## config.mk

```make
export PLATFORM = sky130hd
export DESIGN_NAME = deadband_gen
export DESIGN_NICKNAME = d
export VERILOG_FILES = /design/src/rtl/deadband_pkg.sv /design/src/rtl/deadband_route.sv /design/src/rtl/deadband_delay.sv /design/src/rtl/deadband_lane.sv /design/src/rtl/deadband_gen.sv
export SDC_FILE = /design/constraint.sdc
export NUM_CORES = 1
export LEC_CHECK = 0
export ABC_AREA = 1
export CORE_AREA = 2 2 85 96
export DETAILED_ROUTE_END_ITERATION = 10
export DIE_AREA = 0 0 87 98
export PLACE_DENSITY = 0.8
export SKIP_CTS_REPAIR_TIMING = 1
export SLEW_MARGIN = 20
export SYNTH_ARGS = -nofsm -noshare
export SYNTH_HDL_FRONTEND = slang
export SYNTH_SLANG_ARGS = --single-unit
```

## constraint.sdc

```tcl
create_clock -name clk -period 4.7 [get_ports clk]
set_input_delay 1.41 -clock clk [delete_from_list [all_inputs] [get_ports clk]]
set_output_delay 1.41 -clock clk [all_outputs]
set_load 0.05 [all_outputs]
```

## src/rtl/deadband_pkg.sv

```systemverilog
package deadband_pkg;

  typedef enum logic [1:0] {
    ROUTE_OFF  = 2'b00,
    ROUTE_MAIN = 2'b01,
    ROUTE_COMP = 2'b10,
    ROUTE_PAIR = 2'b11
  } route_e;

  function automatic route_e route_of(input logic main_en, input logic comp_en);
    return route_e'({comp_en, main_en});
  endfunction

endpackage

```

## src/rtl/deadband_route.sv

```systemverilog
module deadband_route
  import deadband_pkg::*;
#(
  parameter int DT_W = 8
) (
  input  logic            ref_i,
  input  logic            main_en_i,
  input  logic            comp_en_i,
  input  logic [DT_W-1:0] dead_cnt_i,
  output logic            main_want_o,
  output logic            comp_want_o,
  output logic [DT_W-1:0] main_dt_o,
  output logic [DT_W-1:0] comp_dt_o
);

  route_e route;

  always_comb begin
    route       = route_of(main_en_i, comp_en_i);
    main_want_o = 1'b0;
    comp_want_o = 1'b0;
    main_dt_o   = '0;
    comp_dt_o   = '0;
    unique case (route)
      ROUTE_PAIR: begin
        // complementary pair: dead-time on both turn-on edges
        main_want_o = ref_i;
        comp_want_o = ~ref_i;
        main_dt_o   = dead_cnt_i;
        comp_dt_o   = dead_cnt_i;
      end
      ROUTE_MAIN: main_want_o = ref_i;
      ROUTE_COMP: comp_want_o = ref_i;   // single output follows reference, not inverted
      default: ;
    endcase
  end

endmodule

```

## src/rtl/deadband_delay.sv

```systemverilog
module deadband_delay #(
  parameter int DT_W = 8
) (
  input  logic            clk,
  input  logic            rst_n,
  input  logic            want_i,
  input  logic [DT_W-1:0] dt_i,
  output logic            act_o
);

  localparam logic [DT_W-1:0] RUN_MAX = '1;

  logic            want_q;
  logic [DT_W-1:0] run_q;
  logic [DT_W-1:0] run_d;

  // run length of the current requested level, restarted on every change
  always_comb begin
    if (want_i != want_q)      run_d = '0;
    else if (run_q != RUN_MAX) run_d = run_q + 1'b1;
    else                       run_d = run_q;
  end

  always_ff @(posedge clk or negedge rst_n) begin
    if (!rst_n) begin
      want_q <= 1'b0;
      run_q  <= '0;
      act_o  <= 1'b0;
    end else begin
      want_q <= want_i;
      run_q  <= run_d;
      act_o  <= want_i && (run_d >= dt_i);
    end
  end

endmodule

```

## src/rtl/deadband_lane.sv

```systemverilog
module deadband_lane #(
  parameter int DT_W = 8
) (
  input  logic            clk,
  input  logic            rst_n,
  input  logic            ref_i,
  input  logic [DT_W-1:0] dead_cnt_i,
  input  logic            main_en_i,
  input  logic            comp_en_i,
  input  logic            main_pol_i,
  input  logic            comp_pol_i,
  output logic            main_o,
  output logic            comp_o
);

  logic            main_want, comp_want;
  logic [DT_W-1:0] main_dt, comp_dt;
  logic            main_act, comp_act;

  deadband_route #(.DT_W(DT_W)) u_route (
    .ref_i       (ref_i),
    .main_en_i   (main_en_i),
    .comp_en_i   (comp_en_i),
    .dead_cnt_i  (dead_cnt_i),
    .main_want_o (main_want),
    .comp_want_o (comp_want),
    .main_dt_o   (main_dt),
    .comp_dt_o   (comp_dt)
  );

  deadband_delay #(.DT_W(DT_W)) u_main_dly (
    .clk    (clk),
    .rst_n  (rst_n),
    .want_i (main_want),
    .dt_i   (main_dt),
    .act_o  (main_act)
  );

  deadband_delay #(.DT_W(DT_W)) u_comp_dly (
    .clk    (clk),
    .rst_n  (rst_n),
    .want_i (comp_want),
    .dt_i   (comp_dt),
    .act_o  (comp_act)
  );

  // polarity is applied after dead-time insertion
  assign main_o = main_act ^ main_pol_i;
  assign comp_o = comp_act ^ comp_pol_i;

endmodule

```

## src/rtl/deadband_gen.sv

```systemverilog
module deadband_gen #(
  parameter int NCH  = 3,
  parameter int DT_W = 8
) (
  input  logic            clk,
  input  logic            rst_n,
  input  logic [NCH-1:0]  ref_i,
  input  logic [DT_W-1:0] dead_cnt_i,
  input  logic [NCH-1:0]  main_en_i,
  input  logic [NCH-1:0]  comp_en_i,
  input  logic [NCH-1:0]  main_pol_i,
  input  logic [NCH-1:0]  comp_pol_i,
  output logic [NCH-1:0]  main_o,
  output logic [NCH-1:0]  comp_o
);

  for (genvar c = 0; c < NCH; c++) begin : g_lane
    deadband_lane #(.DT_W(DT_W)) u_lane (
      .clk        (clk),
      .rst_n      (rst_n),
      .ref_i      (ref_i[c]),
      .dead_cnt_i (dead_cnt_i),
      .main_en_i  (main_en_i[c]),
      .comp_en_i  (comp_en_i[c]),
      .main_pol_i (main_pol_i[c]),
      .comp_pol_i (comp_pol_i[c]),
      .main_o     (main_o[c]),
      .comp_o     (comp_o[c])
    );
  end

endmodule

```

==> results of run 1 <==
flip-flops by register name, indices dropped and copies added (netlist names):
name,count
g_lane.u_lane.u_comp_dly.run_q,24
g_lane.u_lane.u_main_dly.run_q,24
g_lane.u_lane.u_comp_dly.act_o,3
g_lane.u_lane.u_comp_dly.want_q,3
g_lane.u_lane.u_main_dly.act_o,3
g_lane.u_lane.u_main_dly.want_q,3
metal layers:
| layer | vias to the layer above | GRT usage, % | share of wire [%] |
|---|---|---|---|
| met2 | 83 | 42.0 | 51 |
| met4 | 0 | 9.38 | 2.1 |
| met3 | 22 | 3.72 | 4.6 |
| li1 | 1883 | - | - |
| met5 | - | 0 | 0 |
| met1 | 1731 | 29.9 | 42 |
worst max-delay path by stage:
stage,endpoint,cells after the start,slack [ps],start
4_1_cts,comp_o[0],3,370,comp_pol_i[0]
3_3_place_gp,comp_o[0],3,370,comp_pol_i[0]
3_5_place_dp,comp_o[0],3,370,comp_pol_i[0]
6_report,comp_o[0],3,380,comp_pol_i[0]
2_1_floorplan,comp_o[0],2,1550,comp_pol_i[0]
5_1_grt,comp_o[2],3,350,comp_pol_i[2]
through the flow:
| stage | std cells | setup slack, ps |
|---|---|---|
| finish | 701 | 379 |
| global route | 701 | 347 |
| CTS | 701 | 372 |
| detailed placement | 686 | 375 |
| global placement | 686 | 371 |
| floorplan | 571 | 1550 |
worst reg2reg max path, stage by stage (launching register included):
cell and delay (ps):
dfrtp_1 400, ha_1 230, nand3_2 140, nor2_4 190, nand3_2 160, o21ai_0 210, nor2_1 90, ha_1 290
nand2_1 70, nand3_1 80, nand2_1 60, nand2_1 50, nand2_1 50, a21oi_1 50
power by group:
part | internal, W | leakage, nW | switching, W
clock network | 0.000246 | 0.0986 | 0.000198
logic | 0.000209 | 1.80 | 0.000303
registers | 0.000583 | 0.808 | 0.0000593
total | 0.00104 | 2.71 | 0.000560
cell type report:
| type | count | area, um2 | share of cell area, % |
|---|---|---|---|
| clock inverters | 1 | 5.00 | 0.100 |
| well taps | 90 | 113 | 2.25 |
| flip-flops and latches | 60 | 1500 | 30.1 |
| repair buffers | 31 | 303 | 6.06 |
| inverters | 91 | 342 | 6.84 |
| multi-input cells | 414 | 2550 | 51.0 |
| clock buffers | 14 | 183 | 3.66 |
cell families after synthesis:
family	count (synthesis)	synth area share, %
simple gates	262	27.0
xor+xnor	28	6.71
fa+ha+maj	54	15.2
compound gates	70	8.46
buf+inv	97	8.71
flops	60	33.8
cells in the final DEF (no fill, tap or decap), drive strengths merged:
cell type,count
nand2,153
inv,90
nor2,64
dfrtp,60
ha,54
a21oi,43
nand3,34
clkdlybuf4s50,29
xor2,19
o21ai,17
clkbuf,14
xnor2,9
o21a,6
nand4,6
nor3,3
a31oi,2
clkinv,2
buf,2
o211a,1
nand3b,1
and3,1
a21boi,1
==> impl_metrics.json, run 1 <==
{
  "finalWeightedCongestion": 0.891,
  "min_period_ps": 4320,
  "critical_path_class": "in2out",
  "regToRegEndpoint": "g_lane[2].u_lane.u_main_dly.act_o",
  "cpPeakStageDelay_ps": 830,
  "grt_pass1_wl_um": 16400,
  "holdWs_ps": 523,
  "grt_use_total_pct": 24.2,
  "ys_warn_count": 0,
  "synth_edf_count": 0,
  "clk_path_buf_depth": 2,
  "antenna_left": 0,
  "final_core_util_pct": 65.6,
  "grt_start_max_net_pins": 39,
  "tritoncts": "built",
  "syn_nets": 650,
  "tns_ps": 0,
  "drc": 0,
  "crit_arrival_ps": 2910,
  "cts_buffers": 9,
  "hold_end": "g_lane[1].u_lane.u_main_dly.run_q[4]",
  "num_antenna_cells": 0,
  "fp.dieH_um": 98,
  "synth_most_common_cell": "nand2_1",
  "post_drt_via_cell_ratio": 5.31,
  "async_flop_share_pct": 100,
  "core_area_um2": 7610,
  "critical-path-top-delay-family": "buffers and inverters",
  "syn_area_um2": 4440,
  "final_net_count": 686,
  "tightest_slew_ps": 908,
  "reg2regPathDepth": 13,
  "drv_cap": 0,
  "synth_seq_cells": 60,
  "fill_cells": 627,
  "io_pins": 31,
  "synth.top_cell.area_share_pct": 33.8,
  "h-tree-depth": 3,
  "r2r_start": "g_lane[2].u_lane.u_main_dly.run_q[0]",
  "whs_path_depth": 1,
  "setup-violations-final": 0,
  "dr_total_vias": 3719,
  "area_delta_synth_final_pct": 12.6,
  "rrSetupSlack_ps": 2510,
  "min_from": "g_lane[1].u_lane.u_main_dly.run_q[4]",
  "critical_path.most_common_cell": "clkdlybuf4s50_1",
  "drt_iter0_markers": 162,
  "path_clk_slew_ps": 60,
  "drv_slew": 0,
  "fin_area_um2": 4990,
  "netlist_instances": 571,
  "routedWlPerCell_um": 13.3,
  "crit_buf_inv": 2,
  "portBuffers": 30,
  "post_dp_cell_area_um2": 4810,
  "ir_worst_vdd_mv": 0.214,
  "cp-start-kind": "primary input",
  "crit_chain": "clkdlybuf4s50_1, xor2_1, clkdlybuf4s50_1",
  "powerDensity_nw_per_um2": 320,
  "die_area_um2": 8530,
  "endpoint_kind": "output port",
  "synth_sequential_area_ratio_pct": 33.8,
  "die_x_um": 87,
  "cts.sinks": 60,
  "wl_um": 9340,
  "num_rows": 34,
  "fin_crit_sh_pct": 91.9,
  "crit_fanout": 1,
  "clock-skew-final_ps": 5.93,
  "synth.distinct_cells": 31,
  "synthFlopType": "dfrtp_1",
  "drive_above_1_share_pct": 9.49,
  "synth_top_area_cell": "dfrtp_1",
  "detailed_place_hpwl_um": 7370,
  "rsz0062_at_grt": "false",
  "avgSynthCellArea_um2": 7.77,
  "power.total_w": 0.00160,
  "max_freq_mhz": 231,
  "drtPass1Iterations": 6,
  "grt_pass1_vias": 3814,
  "root_buffer": "clkbuf_8",
  "overflow": 0,
  "leakage_nw": 2.71,
  "clk_latency_ps": 340,
  "finalHoldViolCount": 0,
  "antenna_found_initial": 0,
  "hold_path.class": "reg2reg",
  "start_util_pct": 58.3,
  "netlist_top_cells_count": "nand2_1, inv_1, dfrtp_1",
  "relSlewSlack_pct": 39.5,
  "status": "finished, final reports clean",
  "cp_slowest_cell": "clkdlybuf4s50_1",
  "synthTopCellsByArea": "dfrtp_1, ha_1, nand2_1",
  "cp.required_ps": 3290
}
No activity file was read; power rests on OpenSTA's default activity.
==> run 2: changes to the inputs <==
- GPL_TIMING_DRIVEN: not set -> 0
- RECOVER_POWER: not set -> 50
==> impl_metrics.json, run 2 (synthesis gave the netlist of run 1 again) <==
{
  "whs_path_depth": 1,
  "fin_cells": 708,
  "regToRegEndpoint": "g_lane[2].u_lane.u_main_dly.act_o",
  "drtPass1Iterations": 7,
  "drive_above_1_share_pct": 9.87,
  "clk_path_buf_depth": 2,
  "drv_cap": 2,
  "fin_crit_sh_pct": 94.1,
  "tns_ps": 0,
  "ir_worst_vdd_mv": 0.253,
  "detailed_place_hpwl_um": 7500,
  "clock-skew-final_ps": 12.0,
  "wl_um": 9660,
  "grt_pass1_wl_um": 16500,
  "num_rows": 34,
  "reg2regPathDepth": 13,
  "grt_start_max_net_pins": 33,
  "grt_use_total_pct": 24.6,
  "powerDensity_nw_per_um2": 335,
  "cts_buffers": 9,
  "dr_total_vias": 3789,
  "area_delta_synth_final_pct": 14.0,
  "critPathLaunch": "comp_pol_i[0]",
  "layout_commonest_cell": "nand2_1",
  "tritoncts": "built",
  "violations": "capacitance limit, slew limit",
  "hold_path.class": "reg2reg",
  "critical_path_class": "in2out",
  "clk_latency_ps": 350,
  "gr-usage-met3_pct": 5.49,
  "r2r_start": "g_lane[2].u_lane.u_main_dly.run_q[0]",
  "cp-start-kind": "primary input",
  "min_period_ps": 4420,
  "crit_fanout": 1,
  "overflow": 0,
  "endpoint": "comp_o[0]",
  "finalHoldViolCount": 0,
  "start_util_pct": 58.3,
  "portBuffers": 30,
  "core_area_um2": 7610,
  "final_net_count": 692,
  "die_x_um": 87,
  "status": "finished with violations",
  "setup-violations-final": 0,
  "post_drt_via_cell_ratio": 5.35,
  "grt_pass1_vias": 3853,
  "routedWlPerCell_um": 13.6,
  "rrSetupSlack_ps": 2450,
  "num_antenna_cells": 0,
  "fp.dieH_um": 98,
  "grt_util_met1_pct": 29.4,
  "h-tree-depth": 3,
  "crit_arrival_ps": 3010,
  "path_clk_slew_ps": 70,
  "drc": 0,
  "cp.required_ps": 3290,
  "die_area_um2": 8530,
  "rsz0062_at_grt": "false",
  "tightest_slew_ps": 1770,
  "fill_cells": 607,
  "drv_slew": 63,
  "leakage_nw": 2.75,
  "grt_busiest_layer": "met2",
  "antenna_found_initial": 0,
  "relSlewSlack_pct": -18.2,
  "use_met2_pct": 41.5,
  "io_pins": 31,
  "dpl.cell_count": 692,
  "max_freq_mhz": 226,
  "cts.sinks": 60,
  "endpoint_kind": "output port",
  "root_buffer": "clkbuf_8",
  "power.total_w": 0.00169,
  "layout_common_cells": "nand2_1, inv_1, dfrtp_1, nor2_1, ha_1",
  "antenna_left": 0,
  "finalWeightedCongestion": 0.889,
  "largestRegisters": "g_lane.u_lane.u_comp_dly.run_q x24, g_lane.u_lane.u_main_dly.run_q x24",
  "drt_iter0_markers": 180
}
==> run 2: cell count changes in the layout (fill, tap and decap cells not counted) <==
| cell | delta |
|---|---|
| buf_2 | -1 |
| buf_4 | +5 |
| bufinv_16 | +2 |
| clkbuf_1 | +2 |
| clkbuf_8 | -3 |
| clkdlybuf4s50_1 | -1 |
| clkinv_2 | +2 |
| dlygate4sd3_1 | +1 |
| nand2_1 | +2 |
| nand2_2 | -2 |
==> run 2: worst max-delay path: stages <==
cell             delay (ps)
clkdlybuf4s50_1         470
xor2_1                  210
buf_4                   140
clkdlybuf4s50_1         780
==> run 2: power breakdown <==
| group | switching, W | leakage, nW | internal (W) | total, W |
|---|---|---|---|---|
| clock network | 0.000211 | 0.113 | 0.000310 | 0.000522 |
| registers | 0.0000607 | 0.808 | 0.000582 | 0.000643 |
| logic | 0.000310 | 1.83 | 0.000219 | 0.000529 |
==> run 2: worst min path at each step <==
| stage | from | endpoint | slack [ps] |
|---|---|---|---|
| global placement | g_lane[1].u_lane.u_main_dly.run_q[4] | g_lane[1].u_lane.u_main_dly.run_q[4] | 510 |
| detailed placement | g_lane[1].u_lane.u_main_dly.run_q[4] | g_lane[1].u_lane.u_main_dly.run_q[4] | 530 |
| CTS | g_lane[1].u_lane.u_main_dly.run_q[4] | g_lane[1].u_lane.u_main_dly.run_q[4] | 540 |
| finish | g_lane[1].u_lane.u_main_dly.run_q[4] | g_lane[1].u_lane.u_main_dly.run_q[4] | 540 |
| global route | g_lane[1].u_lane.u_main_dly.run_q[4] | g_lane[1].u_lane.u_main_dly.run_q[4] | 560 |
| floorplan | g_lane[1].u_lane.u_main_dly.run_q[4] | g_lane[1].u_lane.u_main_dly.run_q[4] | 480 |
==> run 2: layout make-up <==
| type | count | area, um2 | area share, % |
|---|---|---|---|
| buffer | 6 | 45.0 | 0.890 |
| clock buffer | 11 | 141 | 2.79 |
| clock inverter | 5 | 75.1 | 1.48 |
| inverter | 91 | 342 | 6.75 |
| multi-input combinational | 414 | 2540 | 50.3 |
| sequential | 60 | 1500 | 29.7 |
| tap | 90 | 113 | 2.23 |
| timing repair buffer | 31 | 298 | 5.89 |
==> run 2: metrics by stage <==
| stage | hold slack, ps | utilization, % | cell area [um2] | setup WS, ps |
|---|---|---|---|---|
| floorplan | 477 | - | 4440 | 1550 |
| detailed placement | 526 | 63.9 | 4870 | 282 |
| finish | 536 | 66.4 | 5060 | 278 |
| global route | 560 | 66.4 | 5060 | 275 |
| CTS | 537 | 66.8 | 5080 | 282 |
| global placement | 508 | 63.7 | 4850 | 284 |
==> run 2: routing by layer <==
metal  vias up  wire, um
met2       108      4850
met1      1755      4070
li1       1897         -
met5         -         0
met4         0       276
met3        29       467
==> run 3: changes to the inputs <==
- ABC_AREA: 1 -> 0
- CAP_MARGIN: not set -> 10
- CORE_AREA: 2 2 85 96 -> 2 2 82 92
- DIE_AREA: 0 0 87 98 -> 0 0 84 94
==> impl_metrics.json, run 3 <==
{
  "status": "finished with violations",
  "violations": "capacitance limit, slew limit",
  "cp.required_ps": 3290,
  "grt_pass1_wl_um": 15300,
  "cts.sinks": 60,
  "ir_worst_vdd_mv": 0.193,
  "min_period_ps": 4380,
  "final_net_count": 558,
  "clk_latency_ps": 350,
  "core_area_um2": 6930,
  "grt_pass1_vias": 3317,
  "synthTopCellsByArea": "dfrtp_1, ha_1, nand2_1",
  "powerDensity_nw_per_um2": 357,
  "detailed_place_hpwl_um": 6870,
  "io_pins": 31,
  "leakage_nw": 2.14,
  "tritoncts": "built",
  "synth_edf_count": 0,
  "fin_area_um2": 4730,
  "crit_chain": "clkdlybuf4s50_1, xor2_1, buf_4, clkdlybuf4s50_1",
  "h-tree-depth": 3,
  "critical_path_class": "in2out",
  "finalWeightedCongestion": 0.841,
  "max_freq_mhz": 228,
  "drt_iter0_markers": 186,
  "synth_most_common_cell": "dfrtp_1",
  "synth.top_cell.area_share_pct": 36.8,
  "portBuffers": 30,
  "root_buffer": "clkbuf_8",
  "clk_path_buf_depth": 2,
  "drive_above_1_share_pct": 6.82,
  "dpl.cell_count": 553,
  "syn_area_um2": 4080,
  "die_x_um": 84,
  "endpoint_kind": "output port",
  "layout_common_cells": "dfrtp_1, ha_1, nand2_1, nor2_1, clkdlybuf4s50_1",
  "start_util_pct": 58.9,
  "setup-violations-final": 0,
  "num_rows": 32,
  "layout.area.seq_um2": 1500,
  "synthFlopType": "dfrtp_1",
  "post_dp_cell_area_um2": 4510,
  "routedWlPerCell_um": 15.6,
  "crit_arrival_ps": 2970,
  "largestRegisters": "g_lane.u_lane.u_comp_dly.run_q x24, g_lane.u_lane.u_main_dly.run_q x24",
  "crit_fanout": 1,
  "synth_top_area_cell": "dfrtp_1",
  "critical_path.most_common_cell": "clkdlybuf4s50_1",
  "tightest_slew_ps": 2210,
  "async_flop_share_pct": 100,
  "netlist_top_cells_count": "dfrtp_1, ha_1, nand2_1",
  "drv_slew": 48,
  "rsz0062_at_grt": "false",
  "post_drt_via_cell_ratio": 6.11,
  "crit_buf_inv": 3,
  "synth_seq_cells": 60,
  "die_area_um2": 7900,
  "cp_slowest_cell": "clkdlybuf4s50_1",
  "ys_warn_count": 0,
  "critical-path-top-delay-family": "buffers and inverters",
  "holdWs_ps": 554,
  "cpPeakStageDelay_ps": 790,
  "grt_use_total_pct": 24.5,
  "fin_cells": 569,
  "path_clk_slew_ps": 70,
  "fill_cells": 526,
  "num_antenna_cells": 0,
  "antenna_left": 0,
  "cp-start-kind": "primary input",
  "netlist_instances": 437,
  "layout_commonest_cell": "dfrtp_1",
  "drtPass1Iterations": 4,
  "avgSynthCellArea_um2": 9.34,
  "wl_um": 8870,
  "cts_buffers": 9,
  "multiInputGateArea_um2": 2490,
  "dr_total_vias": 3476,
  "overflow": 0,
  "antenna_found_initial": 0,
  "drv_cap": 1,
  "clock-skew-final_ps": 10.5,
  "drc": 0,
  "hold_path.class": "reg2reg",
  "finalHoldViolCount": 0,
  "area_delta_synth_final_pct": 15.9,
  "syn_nets": 516,
  "fin_crit_sh_pct": 93.2,
  "synth_sequential_area_ratio_pct": 36.8,
  "tns_ps": 0,
  "fp.dieH_um": 94,
  "grt_start_max_net_pins": 48,
  "final_core_util_pct": 68.3,
  "relSlewSlack_pct": -47.4,
  "synth.distinct_cells": 38
}
run 3: worst register-to-register path, stage by stage (launching register included):
cell and delay, ps:
dfrtp_1 420, ha_1 260, nand3_1 140, nor2_1 260, nor3_1 90, nor3_1 410
ha_1 350, a21o_1 180, a211oi_1 230, a31oi_1 110
run 3: routing by layer:
| metal | routed length (um) | vias up | global-route usage, % |
|---|---|---|---|
| li1 | - | 1689 | - |
| met1 | 3860 | 1665 | 30.2 |
| met2 | 4390 | 106 | 43.0 |
| met3 | 445 | 16 | 5.45 |
| met4 | 176 | 0 | 7.80 |
| met5 | 0 | - | 0 |
run 3: cells by family after synthesis:
group	Yosys count	synth area share, %
mux	9	2.21
buf+inv	17	2.15
xor+xnor	23	6.50
fa+ha+maj	54	16.6
compound gates	84	12.4
simple gates	190	23.4
flops	60	36.8
run 3: final cells by class:
class | instances | area share [%]
Sequential cell | 60 | 31.7
Clock inverter | 6 | 2.38
Buffer | 10 | 1.30
Inverter | 7 | 0.555
Timing Repair Buffer | 31 | 6.43
Multi-Input combinational cell | 360 | 52.7
Tap cell | 85 | 2.25
Clock buffer | 10 | 2.70
run 3: final timing paths:
check                                                            end  depth (start not counted)                                  from  slack, ps
min in group asynchronous       g_lane[1].u_lane.u_comp_dly.run_q[0]                          1                                 rst_n       1090
worst max-delay path                                       comp_o[1]                          4                         comp_pol_i[1]        320
worst max register to register     g_lane[1].u_lane.u_comp_dly.act_o                          9  g_lane[1].u_lane.u_comp_dly.run_q[0]       2120
worst min register to register  g_lane[2].u_lane.u_main_dly.run_q[5]                          1  g_lane[2].u_lane.u_main_dly.run_q[5]        550
max in group asynchronous       g_lane[2].u_lane.u_comp_dly.run_q[5]                          2                                 rst_n        850
worst min-delay path            g_lane[2].u_lane.u_main_dly.run_q[5]                          1  g_lane[2].u_lane.u_main_dly.run_q[5]        550
run 3: power breakdown:
part,internal [W],leakage (nW),switching (W),total (W)
combinational,0.000208,1.23,0.000250,0.000458
sequential,0.000584,0.808,0.0000772,0.000661
clock,0.000352,0.109,0.000219,0.000572
run 3: per-stage QoR:
step           power, W  setup slack, ps
6_report        0.00169              320
5_1_grt         0.00180              212
3_5_place_dp    0.00113              326
3_3_place_gp    0.00110              292
4_1_cts         0.00171              320
2_1_floorplan  0.000984             1550
